==> src/rtl/cursorPkg.sv <==
package cursorPkg;
  localparam int CUR_DIM   = 64;
  localparam int ROW_BYTES = 2 * CUR_DIM / 8;
  localparam int IDX_W     = $clog2(ROW_BYTES);
  localparam int ROW_W     = $clog2(CUR_DIM);
  localparam int HOT_W     = 6;
  localparam int CLR_W     = 24;

  typedef enum logic [2:0] {
    RA_CTRL = 3'd0,
    RA_BASE = 3'd1,
    RA_POS  = 3'd2,
    RA_HOT  = 3'd3,
    RA_CLR0 = 3'd4,
    RA_CLR1 = 3'd5
  } regSel_e;

  typedef struct packed {
    logic             clrRow;
    logic             ldByte;
    logic [IDX_W-1:0] byteIdx;
  } fetchStrobe_t;
endpackage

==> src/rtl/cursorCtrl.sv <==
module cursorCtrl
  import cursorPkg::*;
#(
  parameter int ADDR_W = 27,
  parameter int X_W    = 14,
  parameter int Y_W    = 12
) (
  input  logic              clk,
  input  logic              rstN,
  input  logic              regWrEn,
  input  logic [2:0]        regAddr,
  input  logic [31:0]       regWrData,
  output logic [31:0]       regRdData,
  input  logic              lineStart,
  input  logic [Y_W-1:0]    lineY,
  output logic              memRdEn,
  output logic [ADDR_W-1:0] memAddr,
  output fetchStrobe_t      strobe,
  output logic              enable,
  output logic [X_W-1:0]    effX,
  output logic [CLR_W-1:0]  color0,
  output logic [CLR_W-1:0]  color1
);
  localparam int ALIGN_W = IDX_W;
  localparam int BASE_W  = ADDR_W - ALIGN_W;

  logic              lockReg;
  logic [BASE_W-1:0] baseReg, effBase;
  logic [X_W-1:0]    xReg;
  logic [Y_W-1:0]    yReg, effY;
  logic [HOT_W-1:0]  hxReg, hyReg, effHx, effHy;
  logic              unusedWrBits;

  assign unusedWrBits = ^regWrData;

  // Register file and effective copies, which are frozen while the lock is set
  always_ff @(posedge clk) begin
    if (!rstN) begin
      enable  <= 1'b0;
      lockReg <= 1'b0;
      baseReg <= '0;
      xReg    <= '0;
      yReg    <= '0;
      hxReg   <= '0;
      hyReg   <= '0;
      color0  <= '0;
      color1  <= '0;
      effBase <= '0;
      effX    <= '0;
      effY    <= '0;
      effHx   <= '0;
      effHy   <= '0;
    end else begin
      if (!lockReg) begin
        effBase <= baseReg;
        effX    <= xReg;
        effY    <= yReg;
        effHx   <= hxReg;
        effHy   <= hyReg;
      end
      if (regWrEn) begin
        case (regSel_e'(regAddr))
          RA_CTRL: enable <= regWrData[0];
          RA_BASE: begin
            baseReg <= regWrData[ADDR_W-1:ALIGN_W];
            lockReg <= regWrData[31];
          end
          RA_POS: begin
            xReg    <= regWrData[16 +: X_W];
            yReg    <= regWrData[0 +: Y_W];
            lockReg <= regWrData[31];
          end
          RA_HOT: begin
            hxReg   <= regWrData[0 +: HOT_W];
            hyReg   <= regWrData[16 +: HOT_W];
            lockReg <= regWrData[31];
          end
          RA_CLR0: color0 <= regWrData[CLR_W-1:0];
          RA_CLR1: color1 <= regWrData[CLR_W-1:0];
          default: ;
        endcase
      end
    end
  end

  always_comb begin
    regRdData = '0;
    case (regSel_e'(regAddr))
      RA_CTRL: regRdData[0] = enable;
      RA_BASE: begin
        regRdData[ADDR_W-1:ALIGN_W] = baseReg;
        regRdData[31] = lockReg;
      end
      RA_POS: begin
        regRdData[16 +: X_W] = xReg;
        regRdData[0 +: Y_W]  = yReg;
        regRdData[31]        = lockReg;
      end
      RA_HOT: begin
        regRdData[0 +: HOT_W]  = hxReg;
        regRdData[16 +: HOT_W] = hyReg;
        regRdData[31]          = lockReg;
      end
      RA_CLR0: regRdData[CLR_W-1:0] = color0;
      RA_CLR1: regRdData[CLR_W-1:0] = color1;
      default: ;
    endcase
  end

  // Row fetch: 16 consecutive byte reads issued after lineStart
  logic [Y_W-1:0]    rowDiff;
  logic              rowHit;
  logic [ADDR_W-1:0] imageStart, rowAddr;
  logic              busy, pend;
  logic [IDX_W-1:0]  cnt, pendIdx;

  assign rowDiff    = lineY - effY;
  assign rowHit     = enable && (lineY >= effY) && (rowDiff < Y_W'(CUR_DIM));
  assign imageStart = {effBase, {ALIGN_W{1'b0}}} - ADDR_W'(effHx)
                      - (ADDR_W'(effHy) << ALIGN_W);

  always_ff @(posedge clk) begin
    if (!rstN) begin
      busy    <= 1'b0;
      cnt     <= '0;
      rowAddr <= '0;
      pend    <= 1'b0;
      pendIdx <= '0;
    end else begin
      pend    <= busy;
      pendIdx <= cnt;
      if (lineStart) begin
        busy    <= rowHit;
        cnt     <= '0;
        rowAddr <= imageStart + (ADDR_W'(rowDiff[ROW_W-1:0]) << IDX_W);
      end else if (busy) begin
        cnt <= cnt + 1'b1;
        if (cnt == IDX_W'(ROW_BYTES - 1)) busy <= 1'b0;
      end
    end
  end

  assign memRdEn        = busy;
  assign memAddr        = rowAddr + ADDR_W'(cnt);
  assign strobe.clrRow  = lineStart;
  assign strobe.ldByte  = pend;
  assign strobe.byteIdx = pendIdx;
endmodule

==> src/rtl/cursorPixel.sv <==
module cursorPixel
  import cursorPkg::*;
#(
  parameter int X_W = 14
) (
  input  logic             clk,
  input  logic             rstN,
  input  fetchStrobe_t     strobe,
  input  logic [7:0]       memRdData,
  input  logic             enable,
  input  logic [X_W-1:0]   effX,
  input  logic [CLR_W-1:0] color0,
  input  logic [CLR_W-1:0] color1,
  input  logic [X_W-1:0]   dispWidth,
  input  logic             pixInValid,
  input  logic [X_W-1:0]   pixX,
  input  logic [31:0]      pixIn,
  output logic             pixOutValid,
  output logic [31:0]      pixOut
);
  localparam int HALF = ROW_BYTES / 2;

  logic [7:0] lineBuf [ROW_BYTES];
  logic       rowValid;

  always_ff @(posedge clk) begin
    if (strobe.ldByte) lineBuf[strobe.byteIdx] <= memRdData;
  end

  always_ff @(posedge clk) begin
    if (!rstN || strobe.clrRow) rowValid <= 1'b0;
    else if (strobe.ldByte && strobe.byteIdx == IDX_W'(ROW_BYTES - 1)) rowValid <= 1'b1;
  end

  // Split the row into the AND plane and the XOR plane
  logic [CUR_DIM-1:0] andRow, xorRow;
  for (genvar b = 0; b < HALF; b++) begin : gPlanes
    assign andRow[CUR_DIM-1-8*b -: 8] = lineBuf[b];
    assign xorRow[CUR_DIM-1-8*b -: 8] = lineBuf[b + HALF];
  end

  logic [X_W-1:0]   col;
  logic [ROW_W-1:0] colIdx;
  logic             inCol, draw, andBit, xorBit;
  logic [31:0]      nextPix;

  assign col    = pixX - effX;
  assign colIdx = ~col[ROW_W-1:0];
  assign inCol  = (pixX >= effX) && (col < X_W'(CUR_DIM));
  assign draw   = enable && rowValid && inCol && (pixX < dispWidth);
  assign andBit = andRow[colIdx];
  assign xorBit = xorRow[colIdx];

  always_comb begin
    if (!draw)       nextPix = pixIn;
    else if (andBit) nextPix = xorBit ? ~pixIn : pixIn;
    else             nextPix = {(xorBit ? color1 : color0), 8'hFF};
  end

  always_ff @(posedge clk) begin
    if (!rstN) begin
      pixOutValid <= 1'b0;
      pixOut      <= '0;
    end else begin
      pixOutValid <= pixInValid;
      pixOut      <= nextPix;
    end
  end
endmodule

==> src/rtl/cursorOverlay.sv <==
module cursorOverlay
  import cursorPkg::*;
#(
  parameter int ADDR_W = 27,
  parameter int X_W    = 14,
  parameter int Y_W    = 12
) (
  input  logic              clk,
  input  logic              rstN,
  input  logic              regWrEn,
  input  logic [2:0]        regAddr,
  input  logic [31:0]       regWrData,
  output logic [31:0]       regRdData,
  input  logic              lineStart,
  input  logic [Y_W-1:0]    lineY,
  input  logic [X_W-1:0]    dispWidth,
  output logic              memRdEn,
  output logic [ADDR_W-1:0] memAddr,
  input  logic [7:0]        memRdData,
  input  logic              pixInValid,
  input  logic [X_W-1:0]    pixX,
  input  logic [31:0]       pixIn,
  output logic              pixOutValid,
  output logic [31:0]       pixOut
);
  fetchStrobe_t     strobe;
  logic             enable;
  logic [X_W-1:0]   effX;
  logic [CLR_W-1:0] color0, color1;

  cursorCtrl #(.ADDR_W(ADDR_W), .X_W(X_W), .Y_W(Y_W)) uCtrl (
    .clk(clk), .rstN(rstN), .regWrEn(regWrEn), .regAddr(regAddr),
    .regWrData(regWrData), .regRdData(regRdData), .lineStart(lineStart),
    .lineY(lineY), .memRdEn(memRdEn), .memAddr(memAddr), .strobe(strobe),
    .enable(enable), .effX(effX), .color0(color0), .color1(color1)
  );

  cursorPixel #(.X_W(X_W)) uPix (
    .clk(clk), .rstN(rstN), .strobe(strobe), .memRdData(memRdData),
    .enable(enable), .effX(effX), .color0(color0), .color1(color1),
    .dispWidth(dispWidth), .pixInValid(pixInValid), .pixX(pixX),
    .pixIn(pixIn), .pixOutValid(pixOutValid), .pixOut(pixOut)
  );
endmodule

==> config.mk <==
export PLATFORM = sky130hd
export DESIGN_NAME = cursorOverlay
export DESIGN_NICKNAME = d
export VERILOG_FILES = /design/src/rtl/cursorPkg.sv /design/src/rtl/cursorCtrl.sv /design/src/rtl/cursorPixel.sv /design/src/rtl/cursorOverlay.sv
export SDC_FILE = /design/constraint.sdc
export NUM_CORES = 1
export LEC_CHECK = 0
export BUFFER_PORTS_ARGS = -buffer_cell sky130_fd_sc_hd__clkbuf_2
export CORE_MARGIN = 8
export CORE_UTILIZATION = 54
export CTS_CLUSTER_SIZE = 40
export DETAILED_ROUTE_END_ITERATION = 6
export PLACE_DENSITY = 0.85
export REMOVE_ABC_BUFFERS = 1
export SETUP_SLACK_MARGIN = 0.4
export SYNTH_ARGS = -nofsm -noshare
export SYNTH_HDL_FRONTEND = slang
export SYNTH_SLANG_ARGS = --single-unit
export TNS_END_PERCENT = 30
==> constraint.sdc <==
create_clock -name clk -period 4.3 [get_ports clk]
set_clock_uncertainty 0.15 [all_clocks]
set_input_delay 0.43 -clock clk [delete_from_list [all_inputs] [get_ports clk]]
set_output_delay 0.43 -clock clk [all_outputs]
set_load 0.02 [all_outputs]
## After elaboration in Yosys (flattened, before gate mapping)

Memories as Yosys holds them, arrays and structs flattened.
Cells that the tools add are included.

- $add $sub $neg: 7
- Reduce and logical (&&, ||, !) cells: 19
- Bitwise logic cells: 3
- Order comparisons: 6
- Eq/ne operators: 7
- Multiplexer cells: 23

Operators by type and width:

| cell | count |
|---|---|
| $mux 32 | 3 |
| $not 32->32 | 1 |
| $pmux 6 s5 | 1 |
| $add 27x10->27 | 1 |
| $add 27x4->27 | 1 |
| $sub 27x10->27 | 1 |
| $sub 27x6->27 | 1 |
| $mux 24 | 1 |
| $pmux 6 s4 | 1 |
| $ge 14x14->1 | 1 |
| $lt 14x14->1 | 1 |
| $lt 14x7->1 const B | 1 |
| $reduce_and 2->1 | 7 |
| $sub 14x14->14 | 1 |
| $bmux 1 s6 | 2 |
| $ge 12x12->1 | 1 |
| $lt 12x7->1 const B | 1 |
| $pmux 3 s4 | 1 |
| $pmux 4 s3 | 1 |
| $sub 12x12->12 | 1 |
| $pmux 2 s5 | 1 |
| $eq 4x4->1 const B | 2 |
| $mux 1 | 8 |
| $pmux 2 s4 | 1 |
| other kinds (16) | 24 |

- Output and inout port bits: 93
- Bits in registers: 243
- Memories kept: 1
- Memory bits (writable): 128

Memory list:

| memory | words | bits a word | read ports | clocked after memory_dff | wr ports | RTL line | source |
|---|---|---|---|---|---|---|---|
| uPix.lineBuf | 16 | 8 | 16 | 0 | 1 | cursorPixel.sv:23 | `logic [7:0] lineBuf [ROW_BYTES];` |

## Depth between registers and ports, before layout

- Word-level depth: 7
- Gate-level depth with buffers: 22
- Mapped depth without buffers: 21

## Hierarchy

A second synthesis with hierarchy kept.

- Cells, all modules: 2009
- Area, all modules: 19381.1 µm²

By module, submodules not included:

| module | sequential area each (µm²) | cells each | times used | area each (µm²) |
|---|---|---|---|---|
| cursorCtrl | 4184.0 | 1373 | 1 | 11105.7 |
| cursorPixel | 4524.3 | 636 | 1 | 8275.4 |

## Least setup slack after synthesis

No wires, ideal clock.

- Path kind: input -> register
- Start point: in lineY[1]
- End point: reg uCtrl.rowAddr[26]
- Data required time: 3999 ps
- Setup slack: -123 ps
- Arrival time: 4122 ps
- Cell stages on the path: 19
- Path through: ha_1 a21o_1 a21o_1 a21oi_1 o21bai_1 xnor2_1 ha_1 fa_1 inv_1 ha_1 clkbuf_1 a21oi_1 o21ai_0 o21a_1 o21a_1 o31a_1 o2111a_1 o211ai_1 a41oi_1

- Longest elaborated chain between the ends: 2

Ends and longest elaborated chain:

| what | RTL line | source |
|---|---|---|
| start, declared | cursorOverlay.sv:15 | `input logic [Y_W-1:0] lineY,` |
| $sub 12x12->12 | cursorCtrl.sv:117 | `assign rowDiff = lineY - effY;` |
| $add 27x10->27 | cursorCtrl.sv:135 | `rowAddr <= imageStart + (ADDR_W'(rowDiff[ROW_W-1:0]) << IDX_W);` |
| end signal, assigned | cursorCtrl.sv:135 |  |
| end, declared | cursorCtrl.sv:113 | `logic [ADDR_W-1:0] imageStart, rowAddr;` |

Every way passes these cells.
A chain may end at the register's enable or synchronous reset.

## Worst setup path in the final report

- Start point: reg uCtrl.effY[0]
- End point: reg uCtrl.rowAddr[24]

- Longest elaborated chain between the ends: 2

Ends and longest elaborated chain:

| what | RTL line | source |
|---|---|---|
| start, declared | cursorCtrl.sv:30 | `logic [Y_W-1:0] yReg, effY;` |
| start signal, assigned | cursorCtrl.sv:57 | `effY <= yReg;` |
| $sub 12x12->12 | cursorCtrl.sv:117 |  |
| $add 27x10->27 | cursorCtrl.sv:135 |  |

Every way passes these cells.

==> metrics.cfg <==
[floorplanning]
pin_count=213
die_area_mm2=0.0419
start_util_pct=54.5
die_h_um=205
coreArea_mm2=0.0353
num_rows=69
die_x_um=205

[drt]
wl_per_cell_um=22.3
drcViolationCount=0
routed_wirelength_mm=58.8
dr.pass1.iters=6
routed_via_density=6.09
ant_nets=0
via_count=16100
drtIter0Drc=1658

[logic_synthesis]
yosys_warnings=0
synth_area_leaders=dfxtp_1, edfxtp_1, mux2i_1, nand2_1, ha_1
ys.flop_type=dfxtp_1
synth_cell_type_count=76
synth-seq-cells=371
ys_async_sr_fraction_pct=0
yosys.area.top_type_share_pct=25.3
seq_area_frac_synth_pct=45.2
synthCells=1898
synth_area_per_cell_um2=10.1
syn-cell-area_mm2=0.0192
synth_top_area_cell=dfxtp_1
synth_edf_count=128

[setup_path]
crit_type=flip-flop to flip-flop
arrival_ns=4.64
required_ns=4.52
critPathMaxFanout=4
start_kind=flip-flop
crit_path_end_kind=flip-flop

[sta]
tightest_slew_ns=1.17
rsz0062_at_grt=true
final-hold-violation-count=0
timing.final.crit_share_pct=103
setup_viol=4
fin_setup_tns_ns=-0.232
relSlewSlack_pct=21.7
fmax_ghz=0.226
final_max_slew_viol_count=0
fin_crit_ns=4.42
fin_ws_ns=-0.116

[place]
port_buffers=210
gp_routability_congestion=0.900
placed_cell_area_mm2=0.0210
dp_hpwl_mm=39.2
dp.cells=2526

[hold_path]
hp-class=primary input to flip-flop

[finish]
layout_commonest_cell=nand2_1
fill_cells=2470
post-route-util_pct=65.7
final_net_count=2360
final_cell_mix=nand2_1, dfxtp_1, clkbuf_2, edfxtp_1, inv_1
post_route_cells_drive_above_1_share_pct=23.3
instances_no_fill=2644
fin_area_mm2=0.0232
area_growth_pct=20.6

[status]
violations=setup timing
status=finished, violations left

[flow_run]
drv.max_cap_violation_count=0

[pwr]
power.total_mw=8.82
ir_worst_vdd_mv=0.282
pwr-share-comb_pct=20.1
power.density_mw_per_mm2=380
leakage_nw=8.89
switchingPower_mw=2.45
switching_share_pct=27.8
internal-power_mw=6.37
seqPwrFrac_pct=42.9
clockPowerShare_pct=37.0

[clocking]
cts_tree=done
clock_latency_ns=0.54
cts_buffer_depth=3
htree_levels=2
clock-sinks=371
path_clk_slew_ns=0.07
cts_root_buf=clkbuf_16
numCtsBuffers=37

[global_route]
gr-total-overflow=0
grt_start_max_net_pins=103
grtUsageTotal_pct=26.5
grt_pass1_vias=16100
grt_pass1_wl_mm=88.4
antenna_found_initial=1

[timing repair]
action / CTS / global route
resized for setup: 35 / 80
buffers inserted: 22 / 8
hold buffers: 17 / 0
cloned: 0 / 3
pin swaps: 43 / 25
hold endpoints to repair: 18 / 0
setup endpoints to repair: 46 / 54
[worst max-delay path, stage by stage, from the launching register on]
cell	delay, ns
dfxtp_2	0.35
ha_4	0.14
inv_4	0.04
fa_2	0.52
inv_2	0.04
fa_1	0.47
inv_1	0.05
fa_1	0.52
ha_4	0.23
a21oi_1	0.15
o22ai_1	0.16
o21a_1	0.25
o21a_1	0.19
o31a_1	0.30
o211ai_1	0.24
a21oi_1	0.13
xnor2_1	0.21
a21oi_1	0.13
[through the flow]
| stage | setup slack [ns] | hold slack, ns |
|---|---|---|
| floorplan | -1.23 | 0.291 |
| global placement | -0.333 | 0.316 |
| detailed placement | -0.434 | 0.323 |
| CTS | 0.106 | 0.000153 |
| global route | -0.280 | 0.0102 |
| finish | -0.116 | 0.00918 |
[synthesized netlist by cell type (9+ instances only)]
cell type / number
nand2_1: 271
dfxtp_1: 243
edfxtp_1: 128
inv_1: 128
mux2i_1: 122
a21boi_0: 109
nor2b_1: 96
clkbuf_1: 79
ha_1: 75
nor2_1: 70
a21oi_1: 47
xnor2_1: 41
mux4_2: 39
o21ai_0: 39
a211oi_1: 33
nor3b_1: 28
nand3_1: 26
a21o_1: 25
a22oi_1: 23
nor3_1: 22
xor2_1: 17
nand4_1: 16
and2_1: 12
nand2b_1: 12
o41ai_1: 12
buf_2: 11
fa_1: 11
o41ai_2: 11
o21a_1: 10
buf_1: 9
o211a_1: 9
o22ai_1: 9
[final timing paths]
kind	startpoint	end	slack (ns)	depth (start not counted)
worst min register to register	uCtrl.xReg[13]	uCtrl.xReg[13]	0.33	2
worst max register to register	uCtrl.effY[0]	uCtrl.rowAddr[24]	-0.12	17
worst min-delay path	pixIn[6]	uPix.pixOut[6]	0.009	2
worst max-delay path	uCtrl.effY[0]	uCtrl.rowAddr[24]	-0.12	17
[logic make-up after synthesis]
kind of cell	count (synthesis)	synth area share (%)
AOI/OAI and AO/OA	388	14.9
xor gates and xnor gates	59	2.72
adders and majority gates	86	6.02
buffers and inverters	237	4.96
DFF	371	45.2
muxes	170	11.5
other	1	0.0195
and+or+nand+nor	586	14.6
[layer usage]
| layer | part of all wire (%) | wire [µm] | GRT usage [%] |
|---|---|---|---|
| met1 | 39 | 22900 | 33.1 |
| met2 | 47 | 27900 | 43.9 |
| met3 | 9.3 | 5450 | 4.82 |
| met4 | 4.3 | 2530 | 12.6 |
| met5 | 0 | 0 | 0 |
[sequential cells by signal, summed over array words and instances (netlist names), 12 cells and up]
name	cells
uCtrl.baseReg	23
uCtrl.color0	24
uCtrl.color1	24
uCtrl.effBase	23
uCtrl.effX	14
uCtrl.effY	12
uCtrl.rowAddr	27
uCtrl.xReg	14
uCtrl.yReg	12
uPix.lineBuf	128
uPix.pixOut	32
[power groups by stage]
stage | Combinational (mW) | Clock, mW | Sequential [mW]
after floorplan | 0.857 | 0 | 3.86
after global placement | 1.40 | 0 | 3.85
after detailed placement | 1.44 | 0 | 3.85
after CTS | 1.55 | 3.28 | 3.78
after global routing | 1.88 | 3.43 | 3.79
final | 1.77 | 3.26 | 3.78
[area by class of cell]
cell class / instances / area, µm² / share of cell area (%)
timing repair buffer: 325 / 2180 / 9.38
multi-input combinational: 1291 / 10000 / 43.2
clock buffer: 55 / 1110 / 4.76
inverter: 128 / 483 / 2.08
sequential: 371 / 8710 / 37.5
antenna: 1 / 2.50 / 0.0108
tap: 461 / 577 / 2.48
clock inverter: 12 / 120 / 0.517
(Power assumes the default switching activity.)
